[src/rtl/pseq_pkg.sv]
package pseq_pkg;

  typedef enum logic [2:0] {
    ST_IDLE,
    ST_RAMP,
    ST_GAP,
    ST_SETTLE,
    ST_CONFIG,
    ST_RUN,
    ST_FAULT
  } seq_state_e;

  localparam logic [1:0] STG_RAMP   = 2'd0;
  localparam logic [1:0] STG_SETTLE = 2'd1;
  localparam logic [1:0] STG_CONFIG = 2'd2;
  localparam logic [1:0] STG_RUN    = 2'd3;

  localparam logic [1:0] CAUSE_RAIL    = 2'd0;
  localparam logic [1:0] CAUSE_TIMEOUT = 2'd1;
  localparam logic [1:0] CAUSE_CFGERR  = 2'd2;
  localparam logic [1:0] CAUSE_THERM   = 2'd3;

endpackage

[src/rtl/pseq_rst_sync.sv]
module pseq_rst_sync (
  input  logic clk,
  input  logic rst_n,
  output logic rst_n_sync
);
  logic [1:0] sync_q;

  always_ff @(posedge clk or negedge rst_n) begin
    if (!rst_n) sync_q <= 2'b00;
    else        sync_q <= {sync_q[0], 1'b1};
  end

  assign rst_n_sync = sync_q[1];
endmodule

[src/rtl/pseq_lowest_set.sv]
module pseq_lowest_set #(
  parameter int W  = 8,
  parameter int IW = 3
) (
  input  logic [W-1:0]  vec,
  output logic          found,
  output logic [IW-1:0] idx
);
  always_comb begin
    found = |vec;
    idx   = '0;
    for (int i = W - 1; i >= 0; i--) begin
      if (vec[i]) idx = IW'(i);
    end
  end
endmodule

[src/rtl/pseq_counter.sv]
module pseq_counter #(
  parameter int CW = 16
) (
  input  logic          clk,
  input  logic          rst_n,
  input  logic          clr,
  input  logic          inc,
  output logic [CW-1:0] count
);
  always_ff @(posedge clk or negedge rst_n) begin
    if (!rst_n)   count <= '0;
    else if (clr) count <= '0;
    else if (inc) count <= count + 1'b1;
  end
endmodule

[src/rtl/pwr_sequencer.sv]
module pwr_sequencer
  import pseq_pkg::*;
#(
  parameter int N_CONV = 6,
  parameter int N_SENS = 8,
  parameter int CW     = 16,
  parameter int MAXN   = (N_CONV > N_SENS) ? N_CONV : N_SENS,
  parameter int IW     = (MAXN > 1) ? $clog2(MAXN) : 1
) (
  input  logic              clk,
  input  logic              rst_n,
  input  logic              go_i,
  input  logic              clear_i,
  input  logic [CW-1:0]     gap_cycles_i,
  input  logic [CW-1:0]     ramp_limit_i,
  input  logic [CW-1:0]     stable_cycles_i,
  input  logic [CW-1:0]     cfg_limit_i,
  input  logic [N_CONV-1:0] rail_good_i,
  input  logic              cfg_done_i,
  input  logic              cfg_err_i,
  input  logic [N_SENS-1:0] over_temp_i,
  output logic [N_CONV-1:0] conv_en_o,
  output logic              cfg_start_o,
  output logic              sys_run_o,
  output logic              fault_o,
  output logic [1:0]        fault_stage_o,
  output logic [1:0]        fault_cause_o,
  output logic [IW-1:0]     fault_index_o
);

  localparam logic [IW-1:0] LAST_CONV = IW'(N_CONV - 1);

  logic          rst_n_i;
  seq_state_e    st_q, st_d;
  logic [IW-1:0] idx_q, idx_d;
  logic [CW-1:0] cnt;
  logic          cnt_clr, cnt_inc;

  logic          raise;
  logic [1:0]    raise_stage, raise_cause;
  logic [IW-1:0] raise_idx;
  logic          flt_clr;

  logic [1:0]    f_stage_q, f_cause_q;
  logic [IW-1:0] f_idx_q;

  logic [N_CONV-1:0] chk_mask, en_vec, rail_bad;
  logic              bad_found, hot_found;
  logic [IW-1:0]     bad_idx, hot_idx;
  logic              all_on, ramping;

  logic ramp_hit, stable_hit, cfg_hit, gap_done;

  pseq_rst_sync u_rst (
    .clk        (clk),
    .rst_n      (rst_n),
    .rst_n_sync (rst_n_i)
  );

  pseq_counter #(.CW(CW)) u_cnt (
    .clk   (clk),
    .rst_n (rst_n_i),
    .clr   (cnt_clr),
    .inc   (cnt_inc),
    .count (cnt)
  );

  assign all_on  = (st_q == ST_SETTLE) || (st_q == ST_CONFIG) || (st_q == ST_RUN);
  assign ramping = (st_q == ST_RAMP) || (st_q == ST_GAP);

  // Per-converter enable and which rails are already confirmed
  for (genvar j = 0; j < N_CONV; j++) begin : g_rail
    assign en_vec[j]   = all_on || (ramping && (IW'(j) <= idx_q));
    assign chk_mask[j] = all_on
                       || ((st_q == ST_RAMP) && (IW'(j) <  idx_q))
                       || ((st_q == ST_GAP)  && (IW'(j) <= idx_q));
  end

  assign rail_bad = chk_mask & ~rail_good_i;

  pseq_lowest_set #(.W(N_CONV), .IW(IW)) u_bad (
    .vec   (rail_bad),
    .found (bad_found),
    .idx   (bad_idx)
  );

  pseq_lowest_set #(.W(N_SENS), .IW(IW)) u_hot (
    .vec   (over_temp_i),
    .found (hot_found),
    .idx   (hot_idx)
  );

  assign ramp_hit   = (cnt == ramp_limit_i - CW'(1));
  assign stable_hit = (cnt == stable_cycles_i - CW'(1));
  assign cfg_hit    = (cnt == cfg_limit_i - CW'(1));
  assign gap_done   = (cnt >= gap_cycles_i);

  // Next-state logic
  always_comb begin
    st_d        = st_q;
    idx_d       = idx_q;
    cnt_clr     = 1'b0;
    cnt_inc     = 1'b0;
    raise       = 1'b0;
    raise_stage = STG_RAMP;
    raise_cause = CAUSE_RAIL;
    raise_idx   = '0;
    flt_clr     = 1'b0;

    unique case (st_q)
      ST_IDLE: begin
        if (go_i) begin
          st_d    = ST_RAMP;
          idx_d   = '0;
          cnt_clr = 1'b1;
        end
      end
      ST_RAMP: begin
        if (bad_found) begin
          raise = 1'b1; raise_stage = STG_RAMP;
          raise_cause = CAUSE_RAIL; raise_idx = bad_idx;
        end else if (rail_good_i[idx_q]) begin
          cnt_clr = 1'b1;
          st_d    = (idx_q == LAST_CONV) ? ST_SETTLE : ST_GAP;
        end else if (ramp_hit) begin
          raise = 1'b1; raise_stage = STG_RAMP;
          raise_cause = CAUSE_TIMEOUT; raise_idx = idx_q;
        end else begin
          cnt_inc = 1'b1;
        end
      end
      ST_GAP: begin
        if (bad_found) begin
          raise = 1'b1; raise_stage = STG_RAMP;
          raise_cause = CAUSE_RAIL; raise_idx = bad_idx;
        end else if (gap_done) begin
          st_d    = ST_RAMP;
          idx_d   = idx_q + 1'b1;
          cnt_clr = 1'b1;
        end else begin
          cnt_inc = 1'b1;
        end
      end
      ST_SETTLE: begin
        if (bad_found) begin
          raise = 1'b1; raise_stage = STG_SETTLE;
          raise_cause = CAUSE_RAIL; raise_idx = bad_idx;
        end else if (stable_hit) begin
          st_d    = ST_CONFIG;
          cnt_clr = 1'b1;
        end else begin
          cnt_inc = 1'b1;
        end
      end
      ST_CONFIG: begin
        if (bad_found) begin
          raise = 1'b1; raise_stage = STG_CONFIG;
          raise_cause = CAUSE_RAIL; raise_idx = bad_idx;
        end else if (cfg_err_i) begin
          raise = 1'b1; raise_stage = STG_CONFIG;
          raise_cause = CAUSE_CFGERR;
        end else if (cfg_done_i) begin
          st_d    = ST_RUN;
          cnt_clr = 1'b1;
        end else if (cfg_hit) begin
          raise = 1'b1; raise_stage = STG_CONFIG;
          raise_cause = CAUSE_TIMEOUT;
        end else begin
          cnt_inc = 1'b1;
        end
      end
      ST_RUN: begin
        if (bad_found) begin
          raise = 1'b1; raise_stage = STG_RUN;
          raise_cause = CAUSE_RAIL; raise_idx = bad_idx;
        end else if (hot_found) begin
          raise = 1'b1; raise_stage = STG_RUN;
          raise_cause = CAUSE_THERM; raise_idx = hot_idx;
        end
      end
      ST_FAULT: begin
        if (clear_i && (conv_en_o == '0)) begin
          st_d    = ST_IDLE;
          flt_clr = 1'b1;
        end
      end
      default: st_d = ST_FAULT;
    endcase

    if (raise) begin
      st_d    = ST_FAULT;
      cnt_clr = 1'b1;
      cnt_inc = 1'b0;
    end
  end

  // State registers
  always_ff @(posedge clk or negedge rst_n_i) begin
    if (!rst_n_i) begin
      st_q  <= ST_IDLE;
      idx_q <= '0;
    end else begin
      st_q  <= st_d;
      idx_q <= idx_d;
    end
  end

  // Fault code register, loaded on a raise, zeroed on an accepted clear
  always_ff @(posedge clk or negedge rst_n_i) begin
    if (!rst_n_i) begin
      f_stage_q <= '0;
      f_cause_q <= '0;
      f_idx_q   <= '0;
    end else if (raise) begin
      f_stage_q <= raise_stage;
      f_cause_q <= raise_cause;
      f_idx_q   <= raise_idx;
    end else if (flt_clr) begin
      f_stage_q <= '0;
      f_cause_q <= '0;
      f_idx_q   <= '0;
    end
  end

  assign conv_en_o     = en_vec;
  assign cfg_start_o   = (st_q == ST_CONFIG) && (cnt == '0);
  assign sys_run_o     = (st_q == ST_RUN);
  assign fault_o       = (st_q == ST_FAULT);
  assign fault_stage_o = f_stage_q;
  assign fault_cause_o = f_cause_q;
  assign fault_index_o = f_idx_q;

endmodule

[config.mk]
export PLATFORM = sky130hd
export DESIGN_NAME = pwr_sequencer
export DESIGN_NICKNAME = d
export VERILOG_FILES = /design/src/rtl/pseq_pkg.sv /design/src/rtl/pseq_rst_sync.sv /design/src/rtl/pseq_lowest_set.sv /design/src/rtl/pseq_counter.sv /design/src/rtl/pwr_sequencer.sv
export SDC_FILE = /design/constraint.sdc
export NUM_CORES = 1
export LEC_CHECK = 0
export BUFFER_PORTS_ARGS = -buffer_cell sky130_fd_sc_hd__buf_4
export CAP_MARGIN = 40
export CORE_ASPECT_RATIO = 1.4
export CORE_MARGIN = 2
export CORE_UTILIZATION = 44
export DETAILED_ROUTE_END_ITERATION = 10
export PLACE_DENSITY = 0.67
export SYNTH_ARGS = -nofsm -noshare
export SYNTH_HDL_FRONTEND = slang
export SYNTH_SLANG_ARGS = --single-unit
[constraint.sdc]
create_clock -name clk -period 2.3 [get_ports clk]
set_input_delay 0.46 -clock clk [delete_from_list [all_inputs] [get_ports clk]]
set_output_delay 0.46 -clock clk [all_outputs]
set_load 0.01 [all_outputs]
* Yosys cells after proc, flatten, opt, wreduce, memory -nomap -nowiden *
Cells that the tools add are included.

operators by class
  add/subtract/negate cells = 5
  bitwise gates (word level) = 2
  multiplexer cells = 103
  equality and inequality tests = 25
  $lt $le $gt $ge = 14
  reductions and logical operators = 53

operators with widths
  operator                                                               count
  3-bit two-way mux                                                      37
  16-bit equality test                                                   3
  16-bit by 1-bit subtractor with 16-bit output, second input constant   3
  1-bit two-way mux                                                      43
  16-bit two-way mux                                                     2
  3-bit inequality test, second input constant                           9
  2-bit two-way mux                                                      12
  1-bit logical OR                                                       21
  3-bit one-hot mux with 7 select lines                                  1
  1-bit logical AND                                                      20
  16-bit by 1-bit adder with 16-bit output, second input constant        1
  16-bit >= comparator                                                   1
  16-bit zero test                                                       1
  3-bit equality test, second input constant                             4
  2-bit one-hot mux with 3 select lines                                  2
  12-bit AND reduction                                                   1
  3-bit one-hot mux with 3 select lines                                  1
  1-bit one-hot mux with 4 select lines                                  2
  8-bit OR reduction                                                     1
  6-bit bitwise AND                                                      1
  3-bit by 2-bit equality test with 1-bit output, second input constant  2
  1-bit by 3-bit <= comparator with 1-bit output, first input constant   2
  2-bit by 3-bit <= comparator with 1-bit output, first input constant   2
  3-bit <= comparator, first input constant                              2
  21 further kinds                                                       28

storage, ports and cells
  word-level logic and storage cells = 209
  register bits = 31

* Longest topological paths before layout *
  depth after elaboration = 15
  gate-level depth with buffers = 15
  depth with buffers taken out = 11

* Modules after synthesis *
A second synthesis with hierarchy kept.

unflattened totals
  cell total of the unflattened synthesis = 586
  area, all modules = 4475.5 µm²

by module, submodules not included
  module                   area an instance (µm²)  cells an instance  sequential area each (µm²)  times used
  pwr_sequencer            3415.8                  478                325.3                       1
  pseq_counter             872.1                   82                 400.4                       1
  pseq_lowest_set (u_hot)  81.3                    13                 0.0                         1
  pseq_rst_sync            53.8                    3                  50.0                        1
  pseq_lowest_set (u_bad)  52.6                    10                 0.0                         1

* Worst setup path before layout *
No wires, ideal clock.

  path kind = register -> register
  start point = register idx_q[0]
  end point = register u_cnt.count[4]
  stages on the path, launching flop included = 15
  clock period less this slack = 3.400 ns
  path slack = -1.100 ns
  data arrival time = 3.322 ns
  required time = 2.222 ns
  cells stage by stage = dfrtp_1 -> clkbuf_1 -> inv_1 -> ha_1 -> o31a_1 -> o21ai_1 -> a211oi_1 -> nand2b_1 -> clkbuf_1 -> or2_1 -> a2111o_1 -> o22a_2 -> buf_2 -> or4_1 -> a21oi_1

between the ends
  word-level cells in the longest chain between the ends = 10

RTL lines
  element                                                                                         RTL line               text
  start: declaration                                                                              pwr_sequencer.sv:35    logic [IW-1:0] idx_q, idx_d;
  start signal: assignment                                                                        pwr_sequencer.sv:204   idx_q <= idx_d;
  1-bit by 3-bit less-than comparator with 1-bit output, or another cell as far along             pwr_sequencer.sv:75    || ((st_q == ST_RAMP) && (IW'(j) < idx_q))
  1-bit logical AND                                                                               pwr_sequencer.sv:75
  1-bit logical OR                                                                                pwr_sequencer.sv:75
  1-bit logical OR                                                                                pwr_sequencer.sv:76    || ((st_q == ST_GAP) && (IW'(j) <= idx_q));
  6-bit bitwise AND                                                                               pwr_sequencer.sv:79    assign rail_bad = chk_mask & ~rail_good_i;
  6-bit OR reduction                                                                              pseq_lowest_set.sv:10  found = |vec;
  1-bit two-way mux, or another cell as far along                                                 pwr_sequencer.sv:156   if (bad_found) begin
  1-bit one-hot mux with 5 select lines or 1-bit one-hot mux with 4 select lines (tied branches)  pwr_sequencer.sv:110   unique case (st_q)
  1-bit two-way mux                                                                               pwr_sequencer.sv:190   if (raise) begin
  16-bit two-way mux or 2-bit nonzero test (tied branches)                                        n/a
  end signal: assignment                                                                          pseq_counter.sv:13     else if (inc) count <= count + 1'b1;
  end: declaration                                                                                pseq_counter.sv:8      output logic [CW-1:0] count

Parallel ways exist; a longest one is shown, timed or not. The select of a mux whose other input is x is not followed.
A chain may end at the register's enable or synchronous reset.

* Worst setup path after layout *
  start point = input ramp_limit_i[5]
  end point = register f_idx_q[0] (netlist: fault_index_o[0])

between the ends
  word-level cells in the longest chain between the ends = 7

RTL lines
  element                                                                                         RTL line              text
  start: declaration                                                                              pwr_sequencer.sv:15   input logic [CW-1:0] ramp_limit_i,
  16-bit by 1-bit subtractor with 16-bit output (*)                                               pwr_sequencer.sv:93   assign ramp_hit = (cnt == ramp_limit_i - CW'(1));
  16-bit equality test (*)                                                                        pwr_sequencer.sv:93
  1-bit two-way mux or 3-bit two-way mux (tied branches)                                          pwr_sequencer.sv:125  end else if (ramp_hit) begin
  1-bit two-way mux or 3-bit two-way mux (tied branches)                                          pwr_sequencer.sv:122  end else if (rail_good_i[idx_q]) begin
  1-bit two-way mux or 3-bit two-way mux (tied branches)                                          pwr_sequencer.sv:119  if (bad_found) begin
  1-bit one-hot mux with 4 select lines or 3-bit one-hot mux with 3 select lines (tied branches)  pwr_sequencer.sv:110
  3-bit two-way mux or 2-bit nonzero test (tied branches)                                         n/a
  end signal: assignment                                                                          pwr_sequencer.sv:217  f_idx_q <= raise_idx;
  end: declaration                                                                                pwr_sequencer.sv:45   logic [IW-1:0] f_idx_q;

Every way passes the cells marked *; elsewhere a longest branch is shown, timed or not.

==> reports/qor.txt <==
Synth top area share = 17.6%
critical path depth = 11
Via Count = 5687
grt met3 use = 4.98%
clk_skew = 0.00565 ns
Slew HR = 62.3%
CP max stage cell = or4_4
Comb power frac = 71.4%
Synth Register Bits = 31
Internal Power = 2.71 mW
CP max stage delay = 0.53 ns
routed wire length per instance = 17.4 microns
fraction of layout cells with a size suffix above 1 = 42.8%
Synth area leader = dfrtp_1
Final #Nets = 931
Mapped Nets = 701
Main synth FF type = dfrtp_1
switching part of the total = 44.1%
CTS root buf = clkbuf_16
CP bufs+invs = 2
sequential cell area fraction in the yosys report = 17.6%
WL final = 16.7 mm
number of global-route vias before repair = 5711
clock transition at the registers of the reported paths = 0.06 ns
Sequential Area = 779 sq um
most common cell in the netlist = nor2_1
switching pwr = 2.13 mW
final hold violations = 0
GRT Overall Usage = 30.2%
cells on worst reg2reg path = 11
Most Crowded Layer GR = met2
Initial DRT Pass Iterations = 5
max cap viols = 0
Final Total Pwr = 4.84 mW
Starting Density = 44.9%
top cells by count, synth = 44 x nor2_1, 40 x inv_1, 39 x nand2_1, 34 x a21oi_1, 31 x dfrtp_1
Worst Setup End Kind = flip-flop
Seq pwr share = 14.7%
Crit Path Class = input pin to flip-flop
run status = finished, violations left
Diodes inserted = 0
initial antenna violation count = 0
met2 GRT Util = 56.8%
Die ar. = 0.0109 sq mm
Area contributors post-synth = dfrtp_1 18%, ha_1 6.5%, xor2_1 5.9%, xnor2_1 5.6%, a21oi_1 3.9%
Final min period = 3.07 ns
r2r setup slk = -0.65 ns
VDD IR max = 0.437 mV
# IOs = 100
Detailed Route Iter0 Violations = 274
warnings from Yosys = 0
DPL Wire Length = 12.4 mm
CTS tree = done
critical path's top delay family = simple AND/OR/NAND/NOR gates
Unique masters post-synth = 88
Routed Antenna Nets = 0
Most common cell on crit path = or4_4
Rows = 43
leak pwr = 3.12 nW
Post-synth EDFFs = 0
Syn Area/Cell = 7.44 sq um
Min Hold Slack = 0.262 ns
critical path fanouts, max = 7
Max Slew Vio Count = 0
Cells after Synth = 594
largest net degree at the start of global routing = 30
number of vias per cell = 5.92
Fill cells = 782
Area Overhead vs Synth = 59.3%
Final Cycle Share = 134%
Die X = 88.7 microns
Floorplan Core Area = 0.00985 sq mm
placer congestion estimate = 0.934
Async S/R FF share, synth = 100%
Post-Syn Area = 0.00442 sq mm
startpoint types = input pin
Power Density = 687 mW/mm^2
CTS sink count = 31
worst path required time = 2.46 ns
M1 GR Usage = 28.9%
H-tree depth = 2
RSZ-0062 raised after global routing = true
Peak Freq = 0.325 GHz
latest clock arrival within the worst-skew pair = 0.28 ns
# setup viols final = 30
failing checks = negative setup slack
Slew @ Worst Pin = 0.561 ns
Remaining DRCs = 0
clk buf depth = 2
Worst EP arrival = 3.23 ns
CTS Buf Count = 5
gr ovfl total = 0
final setup margin = -0.773 ns
first-pass GRT wire length = 25.8 mm
worst hold path class = flip-flop to asynchronous set/reset pin
CP cell instances = buf_6 > or4_4 > or2_4 > or4_4 > a221oi_4 > o2111ai_2 > buf_4 > o32ai_4 > o21ai_2 > a21boi_4 > a221o_1
Die Y-Extent = 123 microns
IO buf count = 99
share of total power in the clock network = 13.9%
area occupied by multi-input gates = 0.00377 sq mm
==> layer usage <==
layer  share of wire (%)  routed length (microns)  vias to the layer above
li1                    -                        -                     2667
met1                  33                     5570                     2692
met2                  55                     9180                      241
met3                 5.9                      978                       87
met4                 5.8                      964                        0
met5                   0                        0                        -
==> worst reg2reg max path: stages, from the launching register on <==
cell and delay (ns):
dfrtp_2 0.43, buf_2 0.19, mux4_2 0.53, nand2_1 0.10, o31a_1 0.21, nand2_1 0.09, nor3_1 0.27, a22oi_2 0.14
o22a_4 0.30, buf_4 0.16, or3_1 0.33, a21oi_2 0.14
==> kinds of logic (layout without fill, tap and decap cells) <==
| logic type | count (synthesis) | in the layout | share of synthesized area (%) |
|---|---|---|---|
| AND/OR/NAND/NOR | 234 | 234 | 29.3 |
| AO/OA/AOI/OAI | 162 | 163 | 25.3 |
| buffers and inverters | 77 | 307 | 7.34 |
| XOR/XNOR | 59 | 59 | 12.0 |
| flip-flops | 31 | 31 | 17.6 |
| adder cells (fa/ha/maj) | 23 | 23 | 6.51 |
| multiplexers | 7 | 7 | 1.95 |
| other | 1 | 1 | 0.0849 |
==> state kept, by name (all words and copies together) (netlist names) <==
name and cells:
fault_cause_o 2, fault_stage_o 2, fault_index_o 3, st_q 3, u_rst.sync_q 2, u_cnt.count 16
idx_q 3
==> cell type report <==
| type | instances | share of cell area (%) |
|---|---|---|
| multi-input cells | 487 | 53.6 |
| well taps | 135 | 2.40 |
| clock inverters | 2 | 0.178 |
| inverters | 42 | 2.28 |
| repair buffers | 257 | 28.6 |
| flip-flops and latches | 31 | 11.1 |
| clock buffers | 6 | 1.83 |
==> placed cells by master, fill, tap and decap left out, types with 4 or more instances in the layout <==
cell / Yosys / layout
nand2_1: 39 / 39
o31ai_1: 9 / 5
clkbuf_16: 0 / 6
nor3_1: 18 / 16
nand4_1: 10 / 10
a211oi_1: 7 / 5
nor2_1: 44 / 41
a31oi_1: 6 / 6
ha_1: 23 / 17
o31ai_2: 0 / 4
and3_1: 5 / 5
xor2_1: 30 / 30
o21a_1: 4 / 4
ha_4: 0 / 5
nor2b_1: 8 / 7
nor3b_1: 5 / 4
o21ai_0: 28 / 21
a21oi_2: 0 / 13
o211ai_1: 5 / 5
nand2b_1: 6 / 5
nand3_1: 23 / 22
dfrtp_1: 31 / 28
a21oi_1: 34 / 18
xnor2_1: 28 / 27
nor4_2: 0 / 7
buf_6: 1 / 13
buf_4: 1 / 239
or3_1: 13 / 13
inv_1: 40 / 37
nor4_1: 21 / 13
o21ai_1: 10 / 15
nand3b_1: 5 / 5
or4_1: 9 / 8
and2_1: 5 / 5
a21o_1: 6 / 6
==> worst paths after layout <==
| path | start | to |
|---|---|---|
| max in group asynchronous | u_rst.sync_q[1] | idx_q[0] |
| setup reg to reg | idx_q[0] | u_cnt.count[8] |
| hold / removal | u_rst.sync_q[1] | fault_stage_o[0] |
| setup / recovery | ramp_limit_i[5] | fault_index_o[0] |
| hold reg to reg | u_rst.sync_q[1] | fault_stage_o[0] |
| min in group clk | u_rst.sync_q[0] | u_rst.sync_q[1] |
==> power by group through the flow <==
| stage | clock (mW) | sequential [mW] | combinational (mW) |
|---|---|---|---|
| 2_1_floorplan | 0 | 0.724 | 1.51 |
| 3_3_place_gp | 0 | 0.708 | 2.76 |
| 3_5_place_dp | 0 | 0.710 | 2.80 |
| 4_1_cts | 0.662 | 0.704 | 3.29 |
| 5_1_grt | 0.689 | 0.720 | 3.70 |
| 6_report | 0.672 | 0.713 | 3.45 |
==> what timing repair did <==
| item | CTS | global route |
|---|---|---|
| endpoints found under the setup margin | 30 | 32 |
| buffers inserted | 7 | 6 |
| pin swaps | 15 | 20 |
| resized for setup | 58 | 37 |
| cloned | 2 | 1 |
| hold endpoints to repair | 2 | 0 |
| hold buffers | 1 | 0 |
==> stage by stage <==
| step | utilization, % | setup TNS [ns] | instance area [sq um] | setup WS [ns] | cells |
|---|---|---|---|---|---|
| after global routing | 71.5 | -21.56 | 7040 | -0.875 | 960 |
| after CTS | 69.3 | -17.70 | 6830 | -0.749 | 955 |
| after detailed placement | 64.3 | -28.46 | 6330 | -1.20 | 937 |
| final | 71.5 | -18.85 | 7040 | -0.773 | 960 |
| after floorplan | - | -17.28 | 4530 | -0.867 | 594 |
| after global placement | 64.3 | -27.25 | 6330 | -1.13 | 937 |
Note: power is estimated with default switching activity, not from simulation.
